`config.mk`:
```
export PLATFORM = sky130hd
export DESIGN_NAME = lane_ecc_ram
export DESIGN_NICKNAME = d
export VERILOG_FILES = /design/src/rtl/lane_ecc_pkg.sv /design/src/rtl/lane_ecc_word_dec.sv /design/src/rtl/lane_ecc_store.sv /design/src/rtl/lane_ecc_scrub.sv /design/src/rtl/lane_ecc_errlog.sv /design/src/rtl/lane_ecc_ram.sv
export SDC_FILE = /design/constraint.sdc
export NUM_CORES = 2
export LEC_CHECK = 0
export BUFFER_PORTS_ARGS = -buffer_cell sky130_fd_sc_hd__buf_2
export CAP_MARGIN = 20
export CORE_AREA = 2 2 345 347
export CTS_CLUSTER_DIAMETER = 200
export DETAILED_ROUTE_END_ITERATION = 12
export DIE_AREA = 0 0 347 349
export HOLD_SLACK_MARGIN = 0.03
export PLACE_DENSITY = 0.73
export SYNTH_ARGS = -nofsm -noshare
export SYNTH_HDL_FRONTEND = slang
export SYNTH_SLANG_ARGS = --single-unit
export TNS_END_PERCENT = 20
```
`constraint.sdc`:
```
create_clock -name clk_i -period 9.34 [get_ports clk_i]
set_clock_uncertainty 0.15 [all_clocks]
set_input_delay 1.868 -clock clk_i [delete_from_list [all_inputs] [get_ports clk_i]]
set_output_delay 1.868 -clock clk_i [all_outputs]
set_load 0.02 [all_outputs]
```
`src/rtl/lane_ecc_pkg.sv`:
```
package lane_ecc_pkg;
  localparam int LANE_W = 8;
  localparam int CW_W   = 13;

  typedef logic [CW_W-1:0] cw_t;

  typedef struct packed {
    logic [LANE_W-1:0] data;
    logic              corr;
    logic              unc;
  } lane_res_t;

  // cw[12:1] = Hamming positions 1..12 (checks at 1,2,4,8), cw[0] = overall parity
  function automatic cw_t lane_enc(input logic [LANE_W-1:0] d);
    cw_t c;
    c     = '0;
    c[3]  = d[0];
    c[5]  = d[1];
    c[6]  = d[2];
    c[7]  = d[3];
    c[9]  = d[4];
    c[10] = d[5];
    c[11] = d[6];
    c[12] = d[7];
    c[1]  = c[3] ^ c[5] ^ c[7] ^ c[9] ^ c[11];
    c[2]  = c[3] ^ c[6] ^ c[7] ^ c[10] ^ c[11];
    c[4]  = c[5] ^ c[6] ^ c[7] ^ c[12];
    c[8]  = c[9] ^ c[10] ^ c[11] ^ c[12];
    c[0]  = ^c[12:1];
    return c;
  endfunction

  function automatic lane_res_t lane_dec(input cw_t c);
    lane_res_t r;
    logic [3:0] syn;
    logic       par;
    cw_t        f;
    syn = '0;
    for (int i = 1; i < CW_W; i++) begin
      if (c[i]) syn = syn ^ 4'(i);
    end
    par    = ^c;
    f      = c;
    r.corr = 1'b0;
    r.unc  = 1'b0;
    if (par) begin
      if (syn > 4'd12) begin
        r.unc = 1'b1;
      end else begin
        r.corr = 1'b1;
        if (syn != 4'd0) f[syn] = ~f[syn];
      end
    end else if (syn != 4'd0) begin
      r.unc = 1'b1;
    end
    r.data = {f[12], f[11], f[10], f[9], f[7], f[6], f[5], f[3]};
    return r;
  endfunction
endpackage

```
`src/rtl/lane_ecc_word_dec.sv`:
```
module lane_ecc_word_dec
  import lane_ecc_pkg::*;
#(
  parameter int LANES = 4,
  localparam int WORD_W = LANES * CW_W,
  localparam int DATA_W = LANES * LANE_W
) (
  input  logic [WORD_W-1:0] cw_i,
  output logic [DATA_W-1:0] data_o,
  output logic [LANES-1:0]  corr_o,
  output logic [LANES-1:0]  unc_o
);
  for (genvar l = 0; l < LANES; l++) begin : g_lane
    lane_res_t res;
    assign res = lane_dec(cw_i[l*CW_W +: CW_W]);
    assign data_o[l*LANE_W +: LANE_W] = res.data;
    assign corr_o[l] = res.corr;
    assign unc_o[l]  = res.unc;
  end
endmodule

```
`src/rtl/lane_ecc_store.sv`:
```
module lane_ecc_store
  import lane_ecc_pkg::*;
#(
  parameter int AW    = 4,
  parameter int LANES = 4,
  localparam int DEPTH  = 2 ** AW,
  localparam int WORD_W = LANES * CW_W,
  localparam int DATA_W = LANES * LANE_W
) (
  input  logic              clk_i,
  input  logic              rst_ni,
  input  logic              wr_en_i,
  input  logic [AW-1:0]     wr_addr_i,
  input  logic [LANES-1:0]  wr_be_i,
  input  logic [DATA_W-1:0] wr_data_i,
  input  logic              inj_en_i,
  input  logic [AW-1:0]     inj_addr_i,
  input  logic [WORD_W-1:0] inj_mask_i,
  input  logic [AW-1:0]     ra_addr_i,
  output logic [WORD_W-1:0] ra_cw_o,
  input  logic [AW-1:0]     rb_addr_i,
  output logic [WORD_W-1:0] rb_cw_o
);
  logic [WORD_W-1:0] mem_q [DEPTH];
  logic [WORD_W-1:0] mem_d [DEPTH];
  logic [WORD_W-1:0] enc_cw;

  for (genvar l = 0; l < LANES; l++) begin : g_enc
    assign enc_cw[l*CW_W +: CW_W] = lane_enc(wr_data_i[l*LANE_W +: LANE_W]);
  end

  for (genvar w = 0; w < DEPTH; w++) begin : g_word
    always_comb begin
      mem_d[w] = mem_q[w];
      if (wr_en_i && wr_addr_i == AW'(w)) begin
        for (int l = 0; l < LANES; l++) begin
          if (wr_be_i[l]) mem_d[w][l*CW_W +: CW_W] = enc_cw[l*CW_W +: CW_W];
        end
      end
      if (inj_en_i && inj_addr_i == AW'(w)) mem_d[w] = mem_d[w] ^ inj_mask_i;
    end

    always_ff @(posedge clk_i or negedge rst_ni) begin
      if (!rst_ni) mem_q[w] <= '0;
      else         mem_q[w] <= mem_d[w];
    end
  end

  assign ra_cw_o = mem_q[ra_addr_i];
  assign rb_cw_o = mem_q[rb_addr_i];
endmodule

```
`src/rtl/lane_ecc_scrub.sv`:
```
module lane_ecc_scrub #(
  parameter int AW     = 4,
  parameter int LANES  = 4,
  parameter int GAP_W  = 8,
  localparam int DATA_W = LANES * 8
) (
  input  logic              clk_i,
  input  logic              rst_ni,
  input  logic              en_i,
  input  logic [GAP_W-1:0]  gap_i,
  input  logic              cpu_req_i,
  input  logic              cpu_we_i,
  input  logic [AW-1:0]     cpu_addr_i,
  input  logic [DATA_W-1:0] rd_data_i,
  input  logic [LANES-1:0]  rd_corr_i,
  input  logic [LANES-1:0]  rd_unc_i,
  output logic [AW-1:0]     addr_o,
  output logic              wb_en_o,
  output logic [DATA_W-1:0] wb_data_o,
  output logic              ev_corr_o,
  output logic              ev_unc_o
);
  typedef enum logic {ST_WAIT, ST_HOLD} st_e;

  st_e               st_q, st_d;
  logic [GAP_W-1:0]  cnt_q, cnt_d;
  logic [AW-1:0]     addr_q, addr_d;
  logic [DATA_W-1:0] data_q, data_d;
  logic              any_unc, any_corr;

  assign any_unc  = |rd_unc_i;
  assign any_corr = |rd_corr_i;

  always_comb begin
    st_d      = st_q;
    cnt_d     = cnt_q;
    addr_d    = addr_q;
    data_d    = data_q;
    wb_en_o   = 1'b0;
    ev_corr_o = 1'b0;
    ev_unc_o  = 1'b0;
    unique case (st_q)
      ST_WAIT: begin
        if (!en_i) begin
          cnt_d = '0;
        end else if (!cpu_req_i) begin
          if (cnt_q >= gap_i) begin
            cnt_d     = '0;
            ev_unc_o  = any_unc;
            ev_corr_o = any_corr && !any_unc;
            if (any_corr && !any_unc) begin
              data_d = rd_data_i;
              st_d   = ST_HOLD;
            end else begin
              addr_d = addr_q + 1'b1;
            end
          end else begin
            cnt_d = cnt_q + 1'b1;
          end
        end
      end
      ST_HOLD: begin
        if (cpu_req_i) begin
          // CPU overwrite of the held word makes the copy stale: retry later
          if (cpu_we_i && cpu_addr_i == addr_q) st_d = ST_WAIT;
        end else begin
          wb_en_o = 1'b1;
          addr_d  = addr_q + 1'b1;
          st_d    = ST_WAIT;
        end
      end
      default: st_d = ST_WAIT;
    endcase
  end

  always_ff @(posedge clk_i or negedge rst_ni) begin
    if (!rst_ni) begin
      st_q   <= ST_WAIT;
      cnt_q  <= '0;
      addr_q <= '0;
      data_q <= '0;
    end else begin
      st_q   <= st_d;
      cnt_q  <= cnt_d;
      addr_q <= addr_d;
      data_q <= data_d;
    end
  end

  assign addr_o    = addr_q;
  assign wb_data_o = data_q;
endmodule

```
`src/rtl/lane_ecc_errlog.sv`:
```
module lane_ecc_errlog #(
  parameter int AW    = 4,
  parameter int CNT_W = 8,
  parameter int SRCS  = 2
) (
  input  logic                clk_i,
  input  logic                rst_ni,
  input  logic                clr_i,
  input  logic [SRCS-1:0]     ev_corr_i,
  input  logic [SRCS-1:0]     ev_unc_i,
  input  logic [SRCS*AW-1:0]  ev_addr_i,
  output logic [CNT_W-1:0]    corr_cnt_o,
  output logic [CNT_W-1:0]    unc_cnt_o,
  output logic                unc_flag_o,
  output logic [AW-1:0]       unc_addr_o
);
  localparam int INC_W = $clog2(SRCS + 1);
  localparam logic [CNT_W-1:0] CNT_MAX = '1;

  logic [CNT_W-1:0] cnt_q [2];
  logic [SRCS-1:0]  ev [2];
  logic             flag_q;
  logic [AW-1:0]    uaddr_q, uaddr_d;

  assign ev[0] = ev_corr_i;
  assign ev[1] = ev_unc_i;

  for (genvar k = 0; k < 2; k++) begin : g_cnt
    logic [INC_W-1:0] inc;
    logic [CNT_W:0]   sum;
    assign inc = INC_W'($countones(ev[k]));
    assign sum = {1'b0, cnt_q[k]} + (CNT_W + 1)'(inc);
    always_ff @(posedge clk_i or negedge rst_ni) begin
      if (!rst_ni)       cnt_q[k] <= '0;
      else if (clr_i)    cnt_q[k] <= '0;
      else if (sum[CNT_W]) cnt_q[k] <= CNT_MAX;
      else               cnt_q[k] <= sum[CNT_W-1:0];
    end
  end

  // lowest-numbered source wins the sticky address
  always_comb begin
    uaddr_d = uaddr_q;
    for (int s = SRCS - 1; s >= 0; s--) begin
      if (ev_unc_i[s]) uaddr_d = ev_addr_i[s*AW +: AW];
    end
  end

  always_ff @(posedge clk_i or negedge rst_ni) begin
    if (!rst_ni) begin
      flag_q  <= 1'b0;
      uaddr_q <= '0;
    end else if (clr_i) begin
      flag_q  <= 1'b0;
      uaddr_q <= '0;
    end else if (!flag_q && |ev_unc_i) begin
      flag_q  <= 1'b1;
      uaddr_q <= uaddr_d;
    end
  end

  assign corr_cnt_o = cnt_q[0];
  assign unc_cnt_o  = cnt_q[1];
  assign unc_flag_o = flag_q;
  assign unc_addr_o = uaddr_q;
endmodule

```
`src/rtl/lane_ecc_ram.sv`:
```
module lane_ecc_ram #(
  parameter int AW     = 4,
  parameter int DATA_W = 32,
  parameter int GAP_W  = 8,
  parameter int CNT_W  = 8,
  localparam int LANES  = DATA_W / 8,
  localparam int WORD_W = LANES * lane_ecc_pkg::CW_W
) (
  input  logic              clk_i,
  input  logic              rst_ni,
  input  logic              req_i,
  input  logic              we_i,
  input  logic [LANES-1:0]  be_i,
  input  logic [AW-1:0]     addr_i,
  input  logic [DATA_W-1:0] wdata_i,
  output logic              rvalid_o,
  output logic [DATA_W-1:0] rdata_o,
  output logic [LANES-1:0]  rd_corr_o,
  output logic [LANES-1:0]  rd_unc_o,
  input  logic              scrub_en_i,
  input  logic [GAP_W-1:0]  scrub_gap_i,
  output logic [AW-1:0]     scrub_addr_o,
  output logic [CNT_W-1:0]  corr_cnt_o,
  output logic [CNT_W-1:0]  unc_cnt_o,
  output logic              unc_flag_o,
  output logic [AW-1:0]     unc_addr_o,
  input  logic              err_clr_i,
  input  logic              inj_en_i,
  input  logic [AW-1:0]     inj_addr_i,
  input  logic [WORD_W-1:0] inj_mask_i
);
  logic              cpu_rd, cpu_wr;
  logic [WORD_W-1:0] cpu_cw, scr_cw;
  logic [DATA_W-1:0] cpu_dat, scr_dat, scr_wb_dat;
  logic [LANES-1:0]  cpu_corr, cpu_unc, scr_corr, scr_unc;
  logic              scr_wb, scr_ev_corr, scr_ev_unc;
  logic [AW-1:0]     scr_addr;
  logic              st_wr_en;
  logic [AW-1:0]     st_wr_addr;
  logic [LANES-1:0]  st_wr_be;
  logic [DATA_W-1:0] st_wr_data;

  assign cpu_rd = req_i && !we_i;
  assign cpu_wr = req_i && we_i;

  assign st_wr_en   = cpu_wr || scr_wb;
  assign st_wr_addr = cpu_wr ? addr_i  : scr_addr;
  assign st_wr_be   = cpu_wr ? be_i    : '1;
  assign st_wr_data = cpu_wr ? wdata_i : scr_wb_dat;

  lane_ecc_store #(.AW(AW), .LANES(LANES)) u_store (
    .clk_i, .rst_ni,
    .wr_en_i(st_wr_en), .wr_addr_i(st_wr_addr), .wr_be_i(st_wr_be), .wr_data_i(st_wr_data),
    .inj_en_i, .inj_addr_i, .inj_mask_i,
    .ra_addr_i(addr_i),   .ra_cw_o(cpu_cw),
    .rb_addr_i(scr_addr), .rb_cw_o(scr_cw)
  );

  lane_ecc_word_dec #(.LANES(LANES)) u_dec_cpu (
    .cw_i(cpu_cw), .data_o(cpu_dat), .corr_o(cpu_corr), .unc_o(cpu_unc)
  );

  lane_ecc_word_dec #(.LANES(LANES)) u_dec_scr (
    .cw_i(scr_cw), .data_o(scr_dat), .corr_o(scr_corr), .unc_o(scr_unc)
  );

  lane_ecc_scrub #(.AW(AW), .LANES(LANES), .GAP_W(GAP_W)) u_scrub (
    .clk_i, .rst_ni,
    .en_i(scrub_en_i), .gap_i(scrub_gap_i),
    .cpu_req_i(req_i), .cpu_we_i(we_i), .cpu_addr_i(addr_i),
    .rd_data_i(scr_dat), .rd_corr_i(scr_corr), .rd_unc_i(scr_unc),
    .addr_o(scr_addr), .wb_en_o(scr_wb), .wb_data_o(scr_wb_dat),
    .ev_corr_o(scr_ev_corr), .ev_unc_o(scr_ev_unc)
  );

  lane_ecc_errlog #(.AW(AW), .CNT_W(CNT_W), .SRCS(2)) u_log (
    .clk_i, .rst_ni,
    .clr_i(err_clr_i),
    .ev_corr_i({scr_ev_corr, cpu_rd && |cpu_corr && !(|cpu_unc)}),
    .ev_unc_i ({scr_ev_unc,  cpu_rd && |cpu_unc}),
    .ev_addr_i({scr_addr, addr_i}),
    .corr_cnt_o, .unc_cnt_o, .unc_flag_o, .unc_addr_o
  );

  always_ff @(posedge clk_i or negedge rst_ni) begin
    if (!rst_ni) begin
      rvalid_o  <= 1'b0;
      rdata_o   <= '0;
      rd_corr_o <= '0;
      rd_unc_o  <= '0;
    end else begin
      rvalid_o  <= cpu_rd;
      rd_corr_o <= cpu_rd ? cpu_corr : '0;
      rd_unc_o  <= cpu_rd ? cpu_unc  : '0;
      if (cpu_rd) rdata_o <= cpu_dat;
    end
  end

  assign scrub_addr_o = scr_addr;
endmodule

```
# Word-level counts from Yosys, hierarchy flattened
# Index checks and enable logic that the tools add are counted.
[op_classes]
n_addsub = 6
bitwise = 172
n_mux = 343
n_eq_ne = 37
magnitude_cmp = 27
reduce_logical = 86
[ops]
columns = ["op", "count"]
rows = [
  ["2-to-1 mux 52 bit", 36],
  ["2-to-1 mux 13 bit", 88],
  ["bitwise XOR 52 bit", 16],
  ["binary-select mux 52 bit (select 4 bit)", 2],
  ["2-to-1 mux 4 bit", 53],
  ["bitwise mux 13 bit", 8],
  ["parity 13 bit", 8],
  ["2-to-1 mux 3 bit", 32],
  ["inverter 2 bit", 48],
  ["2-to-1 mux 1 bit", 82],
  ["equality test 4 bit, second input constant", 16],
  ["2-to-1 mux 8 bit", 7],
  ["bitwise XOR 1 bit", 56],
  ["logical AND 1 bit", 48],
  ["inverter 3 bit", 16],
  ["parity 12 bit", 4],
  ["less-than comparator 4 x 5 -> 1 bit, second input constant", 8],
  ["binary-select mux 1 bit (select 4 bit)", 8],
  ["demux 1 bit (select 4 bit)", 8],
  ["equality test 4 x 3 -> 1 bit, second input constant", 8],
  [">= comparator 4 x 1 -> 1 bit, second input constant", 8],
  ["> comparator 4 bit, second input constant", 8],
  ["2-to-1 mux 2 bit", 16],
  ["2-to-1 mux 32 bit", 1],
  ["other kinds (26)", 86],
]
[totals]
reg_bits = 939
word_cells = 699

# Logic depth before layout (Yosys ltp)
[logic_depth]
word_depth = 38
depth_mapped = 25
depth_no_buf = 19

# By module
# A second synthesis with hierarchy kept.
[hier_totals]
hier_cells = 6206
area_unflattened_um2 = 65034.9
[by_module_without_submodules]
columns = ["module", "seq_area_each_um2", "area_per_inst_um2", "cells_per_inst", "n_inst"]
rows = [
  ["lane_ecc_store", 20820.0, 53941.7, 5026, 1],
  ["lane_ecc_word_dec at u_dec_cpu", 0.0, 3052.9, 405, 1],
  ["lane_ecc_word_dec at u_dec_scr", 0.0, 2688.8, 358, 1],
  ["lane_ecc_scrub", 1126.1, 2318.5, 177, 1],
  ["lane_ecc_ram", 1026.0, 1970.6, 137, 1],
  ["lane_ecc_errlog", 525.5, 1062.3, 103, 1],
]

# Worst setup path before layout
# No wires, ideal clock.
[synth_timing]
path_kind = "input port to flip-flop"
from = "input port addr_i[0]"
to = "register u_log.cnt_q (netlist bit u_log.unc_cnt_o[0])"
path_slack_ns = 2.624
t_arrival_ns = 6.487
setup_ns = 0.079
stages = 22
path_cell_list = "buf_6 buf_6 buf_4 buf_6 buf_6 mux4_2 a22oi_1 nand2_1 xor2_1 xnor2_1 xnor2_1 nor2_1 a21oi_1 o21ai_1 a31oi_4 inv_2 fa_1 inv_1 ha_1 and4_1 nand4_1 a21oi_1"
[synth_via]
elab_chain_cells = 30
[synth_rtl]
columns = ["element", "line_no", "rtl"]
rows = [
  ["start, declared", "lane_ecc_ram.sv:14", "input logic [AW-1:0] addr_i,"],
  ["inverter 4 -> 5 bit (implied by the code) *", "lane_ecc_store.sv:49", "assign ra_cw_o = mem_q[ra_addr_i];"],
  ["binary-select mux 52 bit (select 4 bit) *", "lane_ecc_store.sv:49", ""],
  ["2-to-1 mux 52 bit (implied by the code) * (2 in a row)", "lane_ecc_store.sv:49", ""],
  ["2-to-1 mux 1 bit", "lane_ecc_pkg.sv:40", "if (c[i]) syn = syn ^ 4'(i);"],
  ["2-to-1 mux 2 bit", "lane_ecc_pkg.sv:40", ""],
  ["inverter 2 bit (no line)", "n/a", ""],
  ["2-to-1 mux 2 bit", "lane_ecc_pkg.sv:40", ""],
  ["2-to-1 mux 3 bit", "lane_ecc_pkg.sv:40", ""],
  ["[... 13 more ...]", "n/a", ""],
  ["2-to-1 mux 1 bit, on equally long branches", "lane_ecc_pkg.sv:47, lane_ecc_pkg.sv:53", ""],
  ["2-to-1 mux 1 bit", "lane_ecc_pkg.sv:46", "if (par) begin"],
  ["OR reduction 4 bit *", "lane_ecc_ram.sv:80", ".ev_unc_i ({scr_ev_unc, cpu_rd && |cpu_unc}),"],
  ["logical AND 1 bit *", "lane_ecc_ram.sv:80", ""],
  ["adder 1 x 1 -> 2 bit (implied by the code) *", "lane_ecc_errlog.sv:31", "assign inc = INC_W'($countones(ev[k]));"],
  ["adder 8 x 2 -> 9 bit *", "lane_ecc_errlog.sv:32", "assign sum = {1'b0, cnt_q[k]} + (CNT_W + 1)'(inc);"],
  ["2-to-1 mux 8 bit *", "lane_ecc_errlog.sv:36", "else if (sum[CNT_W]) cnt_q[k] <= CNT_MAX;"],
  ["2-to-1 mux 8 bit *", "lane_ecc_errlog.sv:35", "else if (clr_i) cnt_q[k] <= '0;"],
  ["end signal, assigned by index", "lane_ecc_errlog.sv:37", "else cnt_q[k] <= sum[CNT_W-1:0];"],
  ["end, declared", "lane_ecc_errlog.sv:20", "logic [CNT_W-1:0] cnt_q [2];"],
]
# Mark *: on every way between the ends. The rest lies on a longest branch, timed or not. The select of a mux whose other input is x is not followed.
# A chain may end at the register's enable or synchronous reset.

# Worst setup path in the final report
[layout_timing]
from = "input port addr_i[3]"
to = "register u_log.cnt_q (netlist bit u_log.corr_cnt_o[1])"
[layout_via]
elab_chain_cells = 31
[layout_rtl]
columns = ["element", "line_no", "rtl"]
rows = [
  ["inverter 4 -> 5 bit (implied by the code) *", "lane_ecc_store.sv:49", ""],
  ["binary-select mux 52 bit (select 4 bit) *", "lane_ecc_store.sv:49", ""],
  ["2-to-1 mux 52 bit (implied by the code) * (2 in a row)", "lane_ecc_store.sv:49", ""],
  ["2-to-1 mux 1 bit", "lane_ecc_pkg.sv:40", ""],
  ["2-to-1 mux 2 bit", "lane_ecc_pkg.sv:40", ""],
  ["inverter 2 bit (no line)", "n/a", ""],
  ["2-to-1 mux 2 bit", "lane_ecc_pkg.sv:40", ""],
  ["2-to-1 mux 3 bit", "lane_ecc_pkg.sv:40", ""],
  ["[... 14 more ...]", "n/a", ""],
  ["2-to-1 mux 1 bit", "lane_ecc_pkg.sv:46", ""],
  ["OR reduction 4 bit", "lane_ecc_ram.sv:79", ".ev_corr_i({scr_ev_corr, cpu_rd && |cpu_corr && !(|cpu_unc)}),"],
  ["logical AND 1 bit or zero test 1 bit (tied branches)", "lane_ecc_ram.sv:79", ""],
  ["logical AND 1 bit *", "lane_ecc_ram.sv:79", ""],
  ["adder 1 x 1 -> 2 bit (implied by the code) *", "lane_ecc_errlog.sv:31", ""],
  ["adder 8 x 2 -> 9 bit *", "lane_ecc_errlog.sv:32", ""],
  ["2-to-1 mux 8 bit *", "lane_ecc_errlog.sv:36", ""],
  ["2-to-1 mux 8 bit *", "lane_ecc_errlog.sv:35", ""],
]
# Marks and branches as above.

==> qor.csv <==
metric,value,unit
status,"complete, no violations",
full die area,0.121,mm2
hold_sp,rdata_o[13],
crit path capture type,register,
net switching power of the design,15.6,mW
"EDFF count, synth",0,
Synth Flop Type,dfrtp_1,
post-synth cell types,95,
Slowest cell on crit path,and2_1,
combinational group share of total power,0.621,
pre-CTS setup slack,1.03,ns
Die W,347,um
CP max FO,20,
top cell type's share of synthesized area,0.366,
gpl congestion,0.987,
core area,0.117,mm2
vias in the first global route,53906,
1st-iter DRT viols,8552,
Starting Density,0.546,
Layout area overhead,9.45,%
HP Class,reg2reg,
Crit Path Category,in2reg,
Mapped Avg Cell Area,9.43,um2
Sink Count,939,
CP startpoint kind,input port,
hold-fix buffers at CTS,0,
max-cap viol count,0,
setup bufs post-CTS,0,
detailed-placement wirelength estimate,147000,um
register area share after synthesis,0.366,
Synth Instances,6806,
RSZ-0062 raised after global routing,no,
syn nets,6931,
DRT antenna net count,0,
htree depth,3,
Via density,6.69,
"Async S/R FF share, synth",1.00,
Initial DRT Pass Iterations,7,
cts repair resizes,0,
FF/Latch Area,0.0235,mm2
# IOs,177,
"Clk Latency, worst-skew pair",0.76,ns
"Arr. time, crit path",8.42,ns
final setup vio count,0,
Final Hold Vio Count,0,
Worst EP required,9.85,ns
Worst path most repeated cell,nand3_1,
RR Startpoint,u_scrub.addr_o[2],
Worst-path clk slew,0.06,ns
Max Transition Viols Final,0,
setup slack after layout,1.42,ns
synth cell count leaders,"nand2_1 (1646), dfrtp_1 (939), xnor2_1 (842)",
Max transition margin,0.121,
dominant cell type by area after synthesis,dfrtp_1,
synth warn,0,
via count,55776,
switching share of power,0.475,
Fillers,9733,
WL/cell,28.4,um
CTS Buf Count,105,
TritonCTS clock tree,done,
layout cells sized above 1,0.145,
CP Launch Point,addr_i[3],
cell leakage power,29.0,nW
register bit total from synthesis,939,
# DRC,0,
setup TNS,0,ns
sequential power share,0.237,
remaining global-route overflow,0,
CP max stage delay,0.82,ns
multi-input logic area,0.0380,mm2
clock tree root driver cell,clkbuf_16,
# rows,126,
clock share of power,0.142,
ranking of synthesized cells by area,"dfrtp_1 (37%), mux4_2 (12%), xnor2_1 (11%)",
Max Buffers Root-to-Sink,3,
"Cell Area, Synth",0.0642,mm2
P_int,17.3,mW
initial antenna violation count,21,
pin count of the biggest net entering global routing,171,
peak supply drop,0.706,mV
worst-margin pin slew,1.32,ns
power density over cell area,468,mW/mm2
Tmin final,7.92,ns
final net count,6819,
most frequent cell after synthesis,nand2_1,
design area,0.0702,mm2
Die Y,349,um
Fmax achieved,126,MHz
placed inst area,0.0661,mm2
first-pass GRT wire length,350000,um
GR Util All Layers,0.386,
Final Routed Wirelength,237000,um
I/O Buffers,176,
hold slack final,0.326,ns
crit path cell chain,"buf_2, and2_1, buf_4, buf_4, a22oi_1, nand2_1, xor2_1, xnor2_1, xnor3_1, or2_2, and4_1, a2111oi_4, nand3_1, nor3_1, fa_1, ha_1, nand3_1, nor2_1, nand3_1, a21oi_1",
Tcrit/Tclk final,0.847,
## flip-flops by register name, summed over array words and instances (netlist names)
name,cells
u_scrub.st_q,1
rvalid_o,1
u_log.corr_cnt_o,8
u_log.unc_cnt_o,8
u_scrub.addr_o,4
rd_corr_o,4
u_store.mem_q,832
u_log.unc_addr_o,4
u_scrub.cnt_q,8
rdata_o,32
u_scrub.wb_data_o,32
u_log.unc_flag_o,1
rd_unc_o,4
## area by class of cell
type / instances / area share
Clock buffer: 142 / 0.0421
Multi-Input combinational cell: 5248 / 0.541
Sequential cell: 939 / 0.335
Inverter: 45 / 0.00244
Antenna cell: 16 / 0.000570
Timing Repair Buffer: 355 / 0.0395
Clock inverter: 54 / 0.0122
Tap cell: 1536 / 0.0274
## placed cells by master (no fill, tap or decap), drive strengths merged, types with 122 or more instances in the layout
master / instances
clkbuf: 143
mux2i: 283
a21oi: 192
xor2: 165
o21ai: 716
o22ai: 122
dfrtp: 939
nand2: 1648
nor2: 291
buf: 354
xnor2: 843
mux4: 362
## worst max-delay path, delay by kind of cell
kind | cells | cell delay [ns]
xor gates and xnor gates | 3 | 1.11
adders and majority gates | 2 | 0.51
buffers and inverters | 3 | 1.28
and+or+nand+nor | 9 | 2.83
AOI/OAI and AO/OA | 3 | 0.77
## power by group through the flow
stage               clock, mW  combinational [mW]  sequential (mW)
floorplan                   0                13.9             7.06
global placement            0                18.0             7.61
detailed placement          0                18.3             7.70
CTS                      4.66                18.4             7.65
global route             4.83                21.9             7.94
finish                   4.66                20.4             7.80
## per-stage QoR
step / util / power [mW] / cells
2_1_floorplan: - / 20.9 / 6806
4_1_cts: 0.595 / 30.7 / 8302
3_5_place_dp: 0.562 / 26.0 / 8106
3_3_place_gp: 0.560 / 25.6 / 8090
5_1_grt: 0.598 / 34.7 / 8328
6_report: 0.598 / 32.9 / 8335
## metal layers
layer  vias to the layer above  track usage  wire, um
met5                         -            0       135
met3                       926        0.135     34300
met1                     27029        0.516     88100
met2                      4387        0.552    101000
met4                        16        0.207     13800
li1                      23418            -         -
## path summary, 6_finish.rpt
path / end / slack (ns) / cells after the start
min in group asynchronous: u_store.mem_q[667] / 1.00 / 1
worst min-delay path: rdata_o[13] / 0.33 / 2
worst max register to register: u_log.unc_cnt_o[1] / 1.76 / 18
max in group asynchronous: u_scrub.wb_data_o[5] / 6.23 / 3
worst min register to register: rdata_o[13] / 0.33 / 2
worst max-delay path: u_log.corr_cnt_o[1] / 1.42 / 20
## cell families after synthesis
family | Yosys count | synth area share
AOI/OAI and AO/OA | 1360 | 0.127
xor gates and xnor gates | 1039 | 0.149
adders and majority gates | 17 | 0.00343
buffers and inverters | 619 | 0.0444
DFF | 939 | 0.366
muxes | 665 | 0.175
and+or+nand+nor | 2167 | 0.135
Power figures use the tool's default switching activity.
